==> config.mk <==
export PLATFORM = sky130hd
export DESIGN_NAME = bru_nextpc
export DESIGN_NICKNAME = d
export VERILOG_FILES = /design/src/rtl/bru_pkg.sv /design/src/rtl/bru_cond.sv /design/src/rtl/bru_target.sv /design/src/rtl/bru_link.sv /design/src/rtl/bru_nextpc.sv
export SDC_FILE = /design/constraint.sdc
export NUM_CORES = 1
export LEC_CHECK = 0
export BUFFER_PORTS_ARGS = -buffer_cell sky130_fd_sc_hd__buf_2
export CAP_MARGIN = 20
export CORE_UTILIZATION = 45
export DETAILED_ROUTE_END_ITERATION = 7
export PLACE_DENSITY = 0.88
export SLEW_MARGIN = 5
export SYNTH_ARGS = -nofsm -noshare
export SYNTH_HDL_FRONTEND = slang
export SYNTH_SLANG_ARGS = --single-unit
==> constraint.sdc <==
create_clock -name clk -period 0.8 [get_ports clk]
set_clock_uncertainty 0.15 [all_clocks]
set_input_delay 0.04 -clock clk [delete_from_list [all_inputs] [get_ports clk]]
set_output_delay 0.04 -clock clk [all_outputs]
set_load 0.02 [all_outputs]
==> src/rtl/bru_pkg.sv <==
package bru_pkg;

    typedef enum logic [2:0] {
        XFER_SEQ     = 3'd0,
        XFER_BEQ     = 3'd1,
        XFER_BNE     = 3'd2,
        XFER_BZC     = 3'd3,
        XFER_JMP     = 3'd4,
        XFER_CALL    = 3'd5,
        XFER_JREG    = 3'd6,
        XFER_CALLREG = 3'd7
    } xfer_kind_e;

    localparam int ZC_W = 5;

    localparam logic [ZC_W-1:0] ZC_LTZ = 5'd0;
    localparam logic [ZC_W-1:0] ZC_GEZ = 5'd1;
    localparam logic [ZC_W-1:0] ZC_LEZ = 5'd2;
    localparam logic [ZC_W-1:0] ZC_GTZ = 5'd3;

endpackage

==> src/rtl/bru_cond.sv <==
module bru_cond
    import bru_pkg::*;
#(
    parameter int XLEN = 32
) (
    input  xfer_kind_e        kind,
    input  logic [XLEN-1:0]   opa,
    input  logic [XLEN-1:0]   opb,
    input  logic [ZC_W-1:0]   zsel,
    output logic              cond_hit
);

    logic a_neg;
    logic a_zero;
    logic ops_eq;
    logic zc_hit;

    assign a_neg  = opa[XLEN-1];
    assign a_zero = (opa == '0);
    assign ops_eq = (opa == opb);

    always_comb begin
        unique case (zsel)
            ZC_LTZ:  zc_hit = a_neg;
            ZC_GEZ:  zc_hit = ~a_neg;
            ZC_LEZ:  zc_hit = a_neg | a_zero;
            ZC_GTZ:  zc_hit = ~a_neg & ~a_zero;
            default: zc_hit = 1'b0;
        endcase
    end

    always_comb begin
        unique case (kind)
            XFER_BEQ: cond_hit = ops_eq;
            XFER_BNE: cond_hit = ~ops_eq;
            XFER_BZC: cond_hit = zc_hit;
            default:  cond_hit = 1'b0;
        endcase
    end

endmodule

==> src/rtl/bru_target.sv <==
module bru_target #(
    parameter int XLEN  = 32,
    parameter int OFF_W = 16,
    parameter int JF_W  = 26
) (
    input  logic [XLEN-1:0]  pc,
    input  logic [OFF_W-1:0] off,
    input  logic [JF_W-1:0]  jfield,
    output logic [XLEN-1:0]  seq_pc,
    output logic [XLEN-1:0]  br_pc,
    output logic [XLEN-1:0]  jmp_pc
);

    localparam int INSN_B   = 4;
    localparam int SHIFT    = 2;
    localparam int EXT_W    = XLEN - OFF_W - SHIFT;
    localparam int REGION_W = XLEN - JF_W - SHIFT;

    logic [XLEN-1:0] byte_disp;

    assign seq_pc    = pc + XLEN'(INSN_B);
    assign byte_disp = {{EXT_W{off[OFF_W-1]}}, off, {SHIFT{1'b0}}};
    assign br_pc     = seq_pc + byte_disp;

    generate
        if (REGION_W > 0) begin : g_region
            assign jmp_pc = {seq_pc[XLEN-1 -: REGION_W], jfield, {SHIFT{1'b0}}};
        end else begin : g_flat
            assign jmp_pc = {jfield[XLEN-SHIFT-1:0], {SHIFT{1'b0}}};
        end
    endgenerate

endmodule

==> src/rtl/bru_link.sv <==
module bru_link
    import bru_pkg::*;
#(
    parameter int RIDX_W   = 5,
    parameter int LINK_REG = 31
) (
    input  xfer_kind_e        kind,
    input  logic [RIDX_W-1:0] dst,
    output logic              we,
    output logic [RIDX_W-1:0] idx
);

    localparam logic [RIDX_W-1:0] DEF_IDX = RIDX_W'(LINK_REG);

    always_comb begin
        unique case (kind)
            XFER_CALL: begin
                we  = 1'b1;
                idx = DEF_IDX;
            end
            XFER_CALLREG: begin
                we  = 1'b1;
                idx = (dst == '0) ? DEF_IDX : dst;
            end
            default: begin
                we  = 1'b0;
                idx = '0;
            end
        endcase
    end

endmodule

==> src/rtl/bru_nextpc.sv <==
module bru_nextpc
    import bru_pkg::*;
#(
    parameter int          XLEN     = 32,
    parameter int          OFF_W    = 16,
    parameter int          JF_W     = 26,
    parameter int          RIDX_W   = 5,
    parameter int          LINK_REG = 31,
    parameter logic [31:0] RESET_PC = 32'hBFC0_0000
) (
    input  logic              clk,
    input  logic              rst_n,
    input  logic [XLEN-1:0]   cur_pc,
    input  logic [2:0]        xfer_kind,
    input  logic [XLEN-1:0]   opnd_a,
    input  logic [XLEN-1:0]   opnd_b,
    input  logic [ZC_W-1:0]   zcond,
    input  logic [OFF_W-1:0]  br_off,
    input  logic [JF_W-1:0]   jmp_field,
    input  logic [RIDX_W-1:0] link_dst,
    output logic [XLEN-1:0]   next_pc,
    output logic              taken,
    output logic              link_we,
    output logic [RIDX_W-1:0] link_idx,
    output logic [XLEN-1:0]   link_val
);

    xfer_kind_e        kind;
    logic              cond_hit;
    logic [XLEN-1:0]   seq_pc;
    logic [XLEN-1:0]   br_pc;
    logic [XLEN-1:0]   jmp_pc;
    logic              lk_we;
    logic [RIDX_W-1:0] lk_idx;
    logic [XLEN-1:0]   pc_d;
    logic              tk_d;
    logic              primed;

    assign kind = xfer_kind_e'(xfer_kind);

    bru_cond #(.XLEN(XLEN)) u_cond (
        .kind     (kind),
        .opa      (opnd_a),
        .opb      (opnd_b),
        .zsel     (zcond),
        .cond_hit (cond_hit)
    );

    bru_target #(.XLEN(XLEN), .OFF_W(OFF_W), .JF_W(JF_W)) u_tgt (
        .pc     (cur_pc),
        .off    (br_off),
        .jfield (jmp_field),
        .seq_pc (seq_pc),
        .br_pc  (br_pc),
        .jmp_pc (jmp_pc)
    );

    bru_link #(.RIDX_W(RIDX_W), .LINK_REG(LINK_REG)) u_link (
        .kind (kind),
        .dst  (link_dst),
        .we   (lk_we),
        .idx  (lk_idx)
    );

    always_comb begin
        unique case (kind)
            XFER_BEQ, XFER_BNE, XFER_BZC: begin
                tk_d = cond_hit;
                pc_d = cond_hit ? br_pc : seq_pc;
            end
            XFER_JMP, XFER_CALL: begin
                tk_d = 1'b1;
                pc_d = jmp_pc;
            end
            XFER_JREG, XFER_CALLREG: begin
                tk_d = 1'b1;
                pc_d = opnd_a;
            end
            default: begin
                tk_d = 1'b0;
                pc_d = seq_pc;
            end
        endcase
    end

    always_ff @(posedge clk or negedge rst_n) begin
        if (!rst_n) begin
            next_pc  <= XLEN'(RESET_PC);
            taken    <= 1'b0;
            link_we  <= 1'b0;
            link_idx <= '0;
            link_val <= '0;
            primed   <= 1'b0;
        end else begin
            next_pc  <= pc_d;
            taken    <= tk_d;
            link_we  <= lk_we;
            link_idx <= lk_idx;
            link_val <= seq_pc;
            primed   <= 1'b1;
        end
    end

    AST_SEQ_FALLTHROUGH: assert property (@(posedge clk) disable iff (!rst_n)
        (primed && $past(xfer_kind) == 3'd0) |-> (next_pc == $past(cur_pc) + XLEN'(4) && !taken));

    AST_JREG_DEST: assert property (@(posedge clk) disable iff (!rst_n)
        (primed && $past(xfer_kind) == 3'd6) |-> (next_pc == $past(opnd_a) && taken));

    AST_JMP_REGION: assert property (@(posedge clk) disable iff (!rst_n)
        (primed && $past(xfer_kind) == 3'd4) |->
        (next_pc[XLEN-1 -: 4] == $past(cur_pc + XLEN'(4)) >> (XLEN-4) && next_pc[1:0] == 2'b00));

    AST_CALL_LINK: assert property (@(posedge clk) disable iff (!rst_n)
        (primed && $past(xfer_kind) == 3'd5) |->
        (link_we && link_idx == RIDX_W'(LINK_REG) && link_val == $past(cur_pc) + XLEN'(4)));

    AST_NO_STRAY_LINK: assert property (@(posedge clk) disable iff (!rst_n)
        (primed && $past(xfer_kind) != 3'd5 && $past(xfer_kind) != 3'd7) |-> !link_we);

    AST_CALLREG_IDX_NZ: assert property (@(posedge clk) disable iff (!rst_n)
        (primed && $past(xfer_kind) == 3'd7) |-> (link_we && link_idx != '0));

    AST_ZERO_EQ_TAKEN: assert property (@(posedge clk) disable iff (!rst_n)
        (primed && $past(xfer_kind) == 3'd1 && $past(opnd_a) == '0 && $past(opnd_b) == '0) |-> taken);

endmodule

==> metrics.txt, run 1 <==
status aborted with a tool error; Stopped at 5_1_grt; Error [ERROR GRT-0232] Routing congestion too high. Check the congestion heatmap in the GUI.; Mean Syn Cell Area 8.68 µm²; CTS Buf Count 9; Placement Setup Slack -3.02 ns; number of register bits inferred by synthesis between 70 and 80; sequential fraction of the synthesis area 32.4%; top_reg_cell synth dfrtp_1; Max clock buf depth 2; # placed instances 1208; synthesized area 5520 µm²; EDFF count, synth 0; YS warnings 0; Die Y roughly 110 µm; Gate Count Post-Synth 636; Root Buffer clkbuf_16; synth top area cells dfrtp_1 28%, xnor2_1 9.5%, ha_1 7.5%; area leader, netlist dfrtp_1; Port Buf Inserts 223; gpl congestion 1.03; Post-synth ARST share 100%; Synth top area share 28.1%; Horiz. Die Dim about 110 µm; IO Pins 224; GR Overflow Total 154; row count 40; Num Clock Sinks 71; post-synth net total a little over 800; CTS H-tree lvls 3; DPL Wire Length 18.7 mm; synth unique cells 67; starting density of the core 46.1%; pin count of the biggest net entering global routing 45; GRT Overall Usage 81.2%
## logic make-up after synthesis
family	after synthesis	synth area share (%)
AOI/OAI and AO/OA	213	25.4
xor gates and xnor gates	84	13.3
adders and majority gates	34	7.85
buffers and inverters	35	2.72
DFF	71	32.4
muxes	5	0.952
and+or+nand+nor	194	17.3
## cell usage after synthesis, types with 3 or more instances
cell type,number
a21oi_1,67
dfrtp_1,62
nand2_1,61
xnor2_1,60
o21ai_0,50
nor2_1,39
ha_1,33
xor2_1,24
o21a_1,21
clkbuf_1,18
nand3_1,18
o22a_1,18
nand4_1,13
a21o_1,12
inv_1,12
and3_1,10
nor4_1,10
dfstp_2,9
nand2b_1,8
nor3_1,7
a31oi_1,6
or3_1,6
nor2b_1,5
a21boi_0,4
and2_1,3
mux2i_1,3
nor3b_1,3
o211ai_1,3
## timing repair
item,in CTS
gates resized for setup,338
pin swaps,141
hold endpoints to repair,103
endpoints found under the setup margin,134
gates cloned,3
buffers inserted,33
hold buffers,7
## routing by layer
layer,overflow,track usage (%)
met4,70,89.6
met5,0,17.6
met1,5,78.8
met3,1,65.4
met2,78,98.9
## per-stage QoR
| step | area [µm²] | hold slack, ns |
|---|---|---|
| floorplan | 5970 | -0.406 |
| global placement | 8880 | -0.100 |
| detailed placement | 8880 | -0.0986 |
| CTS | 10900 | -0.222 |
==> run 2: changes to the inputs <==
CORE_UTILIZATION = 35   (was 45)
PLACE_DENSITY = unset   (was 0.88)
PLACE_DENSITY_LB_ADDON = 0.15   (was unset)
clock period = 1 ns   (was 0.8 ns; I/O delays follow)
==> run 2 against run 1 <==
Net effect: the flow now finishes, with violations (hold timing, setup timing); synthesized cell count did not move; synthesized area did not move.
==> metrics.txt, run 2 <==
status finished, violations left (was aborted with a tool error); failing checks hold timing, setup timing; Num Clock Sinks 71 (unchanged); GRT Overall Usage 30.4%; most frequent cells in the layout 222 x buf_4, 138 x buf_2, 120 x buf_6; Max Fanout on Critical Path 3; DPL Wire Length 18.7 mm (about the same); CTS Buf Count 9 (unchanged); CTS H-tree lvls 3 (unchanged); GR Overflow Total 0; Final Cell Area roughly 11000 µm²; commonest non-fill, non-tap cell in the layout buf_4; Arrival @ worst endpoint 3.40 ns; Fill cells between 1000 and 1500; Reg clk slew, reported paths 0.06 ns; hold_ws -0.0743 ns; vias in the first global route 7110; Total Wirelength 25.3 mm; Final ANT Viol Nets 0; CTS tree yes; global-route wire length before repair 37.4 mm; starting density of the core 36.0% (was 46.1%); RSZ-0062 raised after global routing true; largest registers link_val: 32 flops, next_pc: 32 flops, link_idx: 5 flops; IO Pins 224 (unchanged); gpl congestion 0.914 (was 1.03); placed cell area 9030 µm² (was 8880 µm²); initial antenna violation count 2; Worst Max-Slew Pin Slew 0.521 ns; Port Buf Inserts 223 (unchanged); vias per cell just over 5; register area 1790 µm²; via count between 6000 and 7000; Root Buffer clkbuf_16 (unchanged); row count 45 (was 40); worst setup path category input pin to flop; DRC 0; Mean Syn Cell Area 8.68 µm² (unchanged); top_reg_cell synth dfrtp_1 (unchanged); core area 15300 µm²; final hold vios 7; synthesized area 5520 µm² (unchanged); worst setup margin -2.29 ns; share of cells above drive strength 1 60.1%; sequential fraction of the synthesis area 32.4% (unchanged); Hold Path Origin cur_pc[3]; area leader, netlist dfrtp_1 (unchanged); VDD IR-drop max 772 µV; count of nets after finishing between 1000 and 1500; pin count of the biggest net entering global routing 72; Max-slew headroom 64.9%; Tcrit/Tclk final 329%; Wirelength per Cell 18.7 µm; Detailed Route Iter0 Violations approximately 280; synth unique cells 67 (unchanged); post-synth net total 823 (unchanged); Hold EP link_val[3]; number of register bits inferred by synthesis 71 (unchanged); Die Y 128 µm (was 113 µm); power density cells 1080 nW/µm²; static leakage 5.30 nW; Tmin final 3.29 ns; EDFF count, synth 0 (unchanged); hold depth 3; YS warnings 0 (unchanged); Placement Setup Slack -2.84 ns (was -3.02 ns); Post-synth ARST share 100% (unchanged); Max clock buf depth 2 (unchanged); Req. time, crit path 1.12 ns; drt first pass iters 5; Area growth syn-to-layout 105%; Synth top area share 28.1% (unchanged); number of max-slew violations in the final report 0; Fmax between 300 and 400 MHz; Max-Cap Viols 0; Worst Hold Class input pin to flop; Horiz. Die Dim 128 µm (was 113 µm); Synth top cells by count 67 x a21oi_1, 62 x dfrtp_1, 61 x nand2_1 (unchanged); # setup viols final between 100 and 150; area occupied by multi-input gates slightly below 5000 µm²; die area between 15000 and 20000 µm²; synth top area cells dfrtp_1 28%, xnor2_1 9.5%, ha_1 7.5% (unchanged); Gate Count Post-Synth 636 (unchanged); CP Launch Type input pin; cell with the most instances after synthesis a21oi_1 (unchanged); crit path capture type flop
run 2: cell counts after synthesis:
Identical to the previous run, type by type.
run 2: kinds of logic (layout without fill, tap and decap cells):
family          after synthesis  after routing  share of synthesized area, %
compound gates              213            213                          25.4
simple gates                194            195                          17.3
xor+xnor                     84             84                          13.3
flops                        71             71                          32.4
buf+inv                      35            533                          2.72
fa+ha+maj                    34             34                          7.85
mux                           5              5                         0.952
other cells                   0              2                             0
run 2: routing by layer:
layer,GRT usage [%],vias to the layer above,wire (µm)
met4,14.5,0,931
li1,-,3318,-
met5,0,-,0
met3,4.98,54,1330
met2,52.1,296,12300
met1,37.3,3309,10700
run 2: repair_timing:
| item | in CTS | in global routing |
|---|---|---|
| hold buffers | 13 | 5 |
| buffers inserted | 27 | 17 |
| cloned | 2 | 1 |
| pin swaps | 85 | 91 |
| gates resized for setup | 280 | 89 |
| endpoints found under the hold margin | 92 | 14 |
| setup endpoints to repair | 124 | 132 |
run 2: through the flow:
stage / util, % / cells / TNS (ns) / power, mW
after floorplan: - / 636 / -49.44 / 5.44
after global placement: 59.0 / 1282 / -76.89 / 7.54
after detailed placement: 59.0 / 1282 / -78.76 / 7.60
after CTS: 70.4 / 1335 / -59.34 / 11.8
after global routing: 73.9 / 1348 / -67.23 / 12.8
final: 73.9 / 1348 / -61.23 / 12.2
run 2: worst max path at each step:
stage / start / end / slack (ns) / cells after the start
2_1_floorplan: cur_pc[12] / next_pc[31] / -2.54 / 16
6_report: cur_pc[12] / next_pc[31] / -2.29 / 17
3_3_place_gp: cur_pc[12] / next_pc[31] / -2.74 / 17
5_1_grt: cur_pc[12] / next_pc[31] / -2.37 / 17
4_1_cts: cur_pc[15] / next_pc[31] / -2.32 / 17
3_5_place_dp: cur_pc[12] / next_pc[31] / -2.84 / 17
run 2: worst max-delay path, cell delays in order:
cell and delay (ns):
buf_6 0.07, and4_4 0.22, and3_4 0.19, nand3_4 0.08, or3_4 0.37, or3_4 0.42
xnor2_4 0.20, ha_4 0.24, a21oi_4 0.16, a21boi_2 0.06, o21ai_1 0.12, nand2b_1 0.09
and3_4 0.15, and3_4 0.17, or3_4 0.36, and2_4 0.14, a221o_1 0.30
run 2: report_power, final:
group,total [mW],internal [mW],switching (mW)
Combinational,5.62,2.95,2.67
Sequential,3.31,3.17,0.144
Clock,3.30,1.99,1.31
run 2: final cells by class:
cell class	instances	share of cell area, %
multi-input combinational	531	42.8
inverter	12	0.398
sequential	71	15.8
clock buffer	12	2.18
timing repair buffer	505	36.0
clock inverter	4	0.398
antenna	2	0.0442
tap	211	2.33
(Power assumes the default switching activity.)
==> run 3: changes to the inputs <==
SKIP_CTS_REPAIR_TIMING = 1   (was unset)
==> run 3 against run 2 <==
Net effect: the flow still finishes with violations (hold timing, setup timing); design area down 0.51%; hold slack lost 0.0033 ns; utilization down 0.38 points; combinational power shrank 2%; fmax fell by 2.2%; critical endpoint unchanged.
==> metrics.txt, run 3 (synthesis gave the netlist of run 2 again) <==
Worst path max stage delay 0.43 ns (was 0.42 ns); CP Launch Type input pin (unchanged); crit path capture type flop (unchanged); met2 usage 47.6% (was 52.1%); core area 15300 µm² (unchanged); Ant. Diodes 0 (was 2); Port Buf Inserts 223 (unchanged); Worst Max-Slew Pin Slew 0.578 ns (was 0.521 ns); Num Clock Sinks 71 (unchanged); vias in the first global route 6529 (was 7110); Req. time, crit path 1.12 ns (about the same); commonest non-fill, non-tap cell in the layout buf_4 (unchanged); most frequent cells in the layout 214 x buf_4, 132 x buf_2, 127 x buf_6 (was 222 x buf_4, 138 x buf_2, 120 x buf_6); worst setup path category input pin to flop (unchanged); RSZ-0062 raised after global routing true (unchanged); number of max-slew violations in the final report 0 (unchanged); placed cell area 9030 µm² (unchanged); Hold Path Origin cur_pc[28] (was cur_pc[3]); failing checks hold timing, setup timing (unchanged); CTS tree yes (unchanged); Root Buffer clkbuf_16 (unchanged); pin count of the biggest net entering global routing 72 (unchanged); GRT Overall Usage 28.0% (was 30.4%); Final ANT Viol Nets 0 (unchanged); gpl congestion 0.914 (unchanged); GR Util met1 35.7% (was 37.3%); starting density of the core 36.0% (unchanged); Die Y 128 µm (unchanged); hold depth 3 (unchanged); # setup viols final 130 (was 128); Tmin final 3.36 ns (was 3.29 ns); Arrival @ worst endpoint 3.48 ns (was 3.40 ns); Max clock buf depth 2 (unchanged); count of nets after finishing 1308 (was 1317); die area 16300 µm² (unchanged); Horiz. Die Dim 128 µm (unchanged); Fmax 297 MHz (was 304 MHz); Total Wirelength 25.6 mm (was 25.3 mm); DRC 0 (unchanged); Max Fanout on Critical Path 3 (unchanged); Max-slew headroom 61.1% (was 64.9%); hold_ws -0.0776 ns (was -0.0743 ns); GR Overflow Total 0 (unchanged); status finished, violations left (unchanged); origin of the worst setup path cur_pc[15] (was cur_pc[12]); DPL Wire Length 18.7 mm (unchanged); power density cells 1080 nW/µm² (about the same); static leakage 5.28 nW (was 5.30 nW); critical-path cell list buf_6 -> and4_4 -> and3_4 -> nand3_4 -> or3_4 -> or3_4 -> xnor2_4 -> ha_4 -> a21oi_4 -> a21boi_1 -> o21ai_1 -> nand2b_1 -> and3_4 -> and3_4 -> or3_4 -> and2_4 -> a221o_1 (was buf_6 -> and4_4 -> and3_4 -> nand3_4 -> or3_4 -> or3_4 -> xnor2_4 -> ha_4 -> a21oi_4 -> a21boi_2 -> o21ai_1 -> nand2b_1 -> and3_4 -> and3_4 -> or3_4 -> and2_4 -> a221o_1); largest registers link_val: 32 flops, next_pc: 32 flops, link_idx: 5 flops (unchanged); Area growth syn-to-layout 104% (was 105%); CTS H-tree lvls 3 (unchanged); met3 Use GR 4.40% (was 4.98%); Worst Hold Class input pin to flop (unchanged); VDD IR-drop max 804 µV (was 772 µV); CTS Buf Count 9 (unchanged); worst setup margin -2.36 ns (was -2.29 ns); Max-Cap Viols 0 (unchanged); Tcrit/Tclk final 336% (was 329%); global route hottest layer met2 (unchanged); Wirelength per Cell 19.2 µm (was 18.7 µm); share of cells above drive strength 1 60.4% (was 60.1%); Slowest-stage cell, CP or3_4 (unchanged); via count 6916 (was 6977); final hold vios 11 (was 7); row count 45 (unchanged); Reg clk slew, reported paths 0.06 ns (about the same); Final Cell Area 11300 µm² (about the same); global-route wire length before repair 34.4 mm (was 37.4 mm); Hold EP link_val[28] (was link_val[3]); Detailed Route Iter0 Violations 345 (was 283); initial antenna violation count 0 (was 2); vias per cell 5.17 (was 5.18); IO Pins 224 (unchanged); drt first pass iters 5 (unchanged); Util after Layout 73.5% (was 73.9%)
==> run 3: cell count changes in the layout (fill, tap and decap cells not counted), moves of 3 or more <==
cell | previous run | this run
buf_6 | 120 | 127
buf_2 | 138 | 132
xnor2_1 | 30 | 21
nand2_4 | 6 | 3
xnor2_2 | 23 | 31
buf_4 | 222 | 214
==> run 3: how the worst max path moves through the flow <==
stage | endpoint | cells past startpoint | slack [ns]
6_report | next_pc[31] | 17 | -2.36
5_1_grt | next_pc[31] | 17 | -2.44
4_1_cts | next_pc[31] | 17 | -2.48
3_5_place_dp | next_pc[31] | 17 | -2.84
3_3_place_gp | next_pc[31] | 17 | -2.74
2_1_floorplan | next_pc[31] | 16 | -2.54
==> run 3: worst max-delay path, delay by kind of cell <==
family                     cells  cell delay [ns]
and+or+nand+nor               10             2.27
AOI/OAI and AO/OA              4             0.65
buffers and inverters          1             0.07
xor gates and xnor gates       1             0.19
adders and majority gates      1             0.24
==> run 3: metrics by stage <==
stage / power, mW / setup slack, ns / cells / TNS, ns
2_1_floorplan: 5.44 / -2.54 / 636 / -49.44
3_3_place_gp: 7.54 / -2.74 / 1282 / -76.89
3_5_place_dp: 7.60 / -2.84 / 1282 / -78.76
4_1_cts: 10.9 / -2.48 / 1298 / -63.58
5_1_grt: 12.7 / -2.44 / 1337 / -68.59
6_report: 12.2 / -2.36 / 1337 / -63.18
==> run 3: final cells by class <==
class,count,area [µm²]
Clock buffer,12,246
Tap cell,211,264
Multi-Input combinational cell,531,4850
Timing Repair Buffer,496,4030
Inverter,12,45.0
Clock inverter,4,45.0
Sequential cell,71,1790
Fill cell,1105,4050
==> run 3: where the power goes <==
part | internal (mW) | switching, mW
sequential | 3.17 | 0.143
combinational | 2.89 | 2.64
clock | 1.99 | 1.32
==> run 3: per-layer routing <==
metal | wire, µm | share of wire [%] | vias up
li1 | - | - | 3287
met1 | 10700 | 42 | 3287
met2 | 12600 | 49 | 278
met3 | 1340 | 5.2 | 64
met4 | 982 | 3.8 | 0
met5 | 0 | 0 | -
==> run 4: changes to the inputs <==
CTS_BUF_LIST = sky130_fd_sc_hd__clkbuf_8   (was unset)
MAX_ROUTING_LAYER = met4   (was unset)
==> run 4 against run 3 <==
Net effect: the run still ends with hold timing, setup timing left; design area is essentially flat; utilization is 0.065 points lower; critical path type unchanged; highest routed layer unchanged; global-route usage rose by 0.91 points; worst setup slack improved by 0.0034 ns; total power is 7.7% lower; first-iteration DRC count grew 8.7%.
==> metrics.txt, run 4 (synthesis gave the netlist of run 2 again) <==
VDD IR-drop max 645 µV (was 804 µV); GRT Overall Usage 28.9% (was 28.0%); Ant. Diodes 0 (unchanged); core area 15300 µm² (unchanged); commonest non-fill, non-tap cell in the layout buf_4 (unchanged); Horiz. Die Dim 128 µm (unchanged); CTS Buf Count 9 (unchanged); worst setup margin -2.36 ns (about the same); starting density of the core 36.0% (unchanged); vias per cell 5.18 (was 5.17); Max Fanout on Critical Path 3 (unchanged); global-route wire length before repair 34.5 mm (was 34.4 mm); Tmin final 3.36 ns (about the same); Worst Max-Slew Pin Slew 0.477 ns (was 0.578 ns); die area 16300 µm² (unchanged); drt first pass iters 5 (unchanged); Fmax 298 MHz (was 297 MHz); vias in the first global route 6584 (was 6529); Total Power 11.2 mW (was 12.2 mW); RSZ-0062 raised after global routing true (unchanged); Sw Share 35.2% (was 33.8%); Tcrit/Tclk final 336% (about the same); Slowest-stage cell, CP or3_4 (unchanged); gpl congestion 0.920 (was 0.914); Detailed Route Iter0 Violations 375 (was 345); Req. time, crit path 1.14 ns (was 1.12 ns); Die Y 128 µm (unchanged); most frequent cells in the layout 225 x buf_4, 136 x buf_2, 125 x buf_6 (was 214 x buf_4, 132 x buf_2, 127 x buf_6); pin count of the biggest net entering global routing 72 (unchanged); crit path capture type flop (unchanged); hold_ws -0.0896 ns (was -0.0776 ns); Arrival @ worst endpoint 3.50 ns (was 3.48 ns); Wirelength per Cell 18.8 µm (was 19.2 µm); DPL Wire Length 18.7 mm (about the same); IO Pins 224 (unchanged); static leakage 5.28 nW (about the same); critical-path cell list buf_6 -> and4_4 -> and3_4 -> nand3_4 -> or3_4 -> or3_4 -> xnor2_4 -> ha_4 -> a21oi_4 -> a21boi_1 -> o21ai_1 -> nand2b_1 -> and3_4 -> and3_4 -> or3_4 -> and2_4 -> a221o_1 (unchanged); largest registers link_val: 32 flops, next_pc: 32 flops, link_idx: 5 flops (unchanged); Max clock buf depth 2 (unchanged); row count 45 (unchanged); Worst path max stage delay 0.43 ns (about the same); area occupied by multi-input gates 4800 µm² (was 4850 µm²); hold depth 3 (unchanged); final hold vios 12 (was 11); Clock power frac 21.1% (was 27.3%); Int Power 7.26 mW (was 8.05 mW); share of cells above drive strength 1 60.0% (was 60.4%); Total Wirelength 25.4 mm (was 25.6 mm); GR Overflow Total 0 (unchanged); Comb pwr share 49.5% (was 45.5%); Final ANT Viol Nets 0 (unchanged); Root Buffer clkbuf_8 (was clkbuf_16); CTS H-tree lvls 3 (unchanged); DRC 0 (unchanged); initial antenna violation count 0 (unchanged); Port Buf Inserts 223 (unchanged); Hold Path Origin cur_pc[28] (unchanged); P_sw 3.95 mW (was 4.11 mW); Max-slew headroom 67.9% (was 61.1%); sequential power share 29.4% (was 27.2%); power density cells 996 nW/µm² (was 1080 nW/µm²); status finished, violations left (unchanged); # setup viols final 129 (was 130); worst setup path category input pin to flop (unchanged); count of nets after finishing 1323 (was 1308); Hold EP link_val[28] (unchanged); via count 6998 (was 6916); number of max-slew violations in the final report 0 (unchanged); Max-Cap Viols 0 (unchanged); CTS tree yes (unchanged); failing checks hold timing, setup timing (unchanged); Worst Hold Class input pin to flop (unchanged); register area 1790 µm² (unchanged); Reg clk slew, reported paths 0.07 ns (was 0.06 ns); Area growth syn-to-layout 104% (about the same); Fill cells 1114 (was 1105); Num Clock Sinks 71 (unchanged); CP Launch Type input pin (unchanged)
==> run 4: cell types whose count changed in the layout (fill, tap and decap cells not counted), sizes merged <==
cell,delta
buf,+13
dlygate4sd3,+2
inv,+2
and2,-1
clkbuf,-1
==> run 4: critical path: cells and delay by family <==
kind	cells	cell delay, ns
AOI/OAI and AO/OA	4	0.66
buffers and inverters	1	0.07
xor gates and xnor gates	1	0.20
and+or+nand+nor	10	2.27
adders and majority gates	1	0.25
==> run 4: how the worst max path moves through the flow <==
stage	start	end	slack (ns)
global route	cur_pc[15]	next_pc[31]	-2.43
finish	cur_pc[15]	next_pc[31]	-2.36
detailed placement	cur_pc[12]	next_pc[31]	-2.86
floorplan	cur_pc[12]	next_pc[31]	-2.54
global placement	cur_pc[12]	next_pc[31]	-2.74
CTS	cur_pc[12]	next_pc[31]	-2.47
==> run 4: metal layers <==
metal | vias up | wire length, µm | global-route usage [%]
li1 | 3320 | - | -
met1 | 3333 | 10900 | 35.9
met2 | 290 | 12500 | 48.8
met3 | 55 | 1170 | 3.85
met4 | 0 | 845 | 8.82
met5 | - | 0 | -
==> run 4: layout make-up <==
type                            instances  area share, %
Multi-Input combinational cell        530           42.6
Timing Repair Buffer                  512           37.0
Sequential cell                        71           15.9
Tap cell                              211           2.35
Clock buffer                           10           1.22
Clock inverter                          6          0.467
Inverter                               12          0.400
==> run 4: metrics by stage <==
stage	setup TNS, ns	setup WS [ns]	std cells	instance area [µm²]	util (%)
final	-66.47	-2.36	1352	11300	73.5
after floorplan	-49.44	-2.54	636	5960	-
after CTS	-64.15	-2.47	1302	9240	60.3
after global placement	-76.94	-2.74	1286	9050	59.1
after detailed placement	-78.19	-2.86	1286	9050	59.1
after global routing	-71.65	-2.43	1352	11300	73.5
==> run 4: power groups by stage <==
stage / Combinational, mW / Sequential (mW) / Clock (mW)
finish: 5.55 / 3.30 / 2.36
detailed placement: 4.31 / 3.29 / 0
global placement: 4.27 / 3.28 / 0
global route: 5.88 / 3.31 / 2.51
floorplan: 1.82 / 3.63 / 0
CTS: 4.34 / 3.23 / 2.42
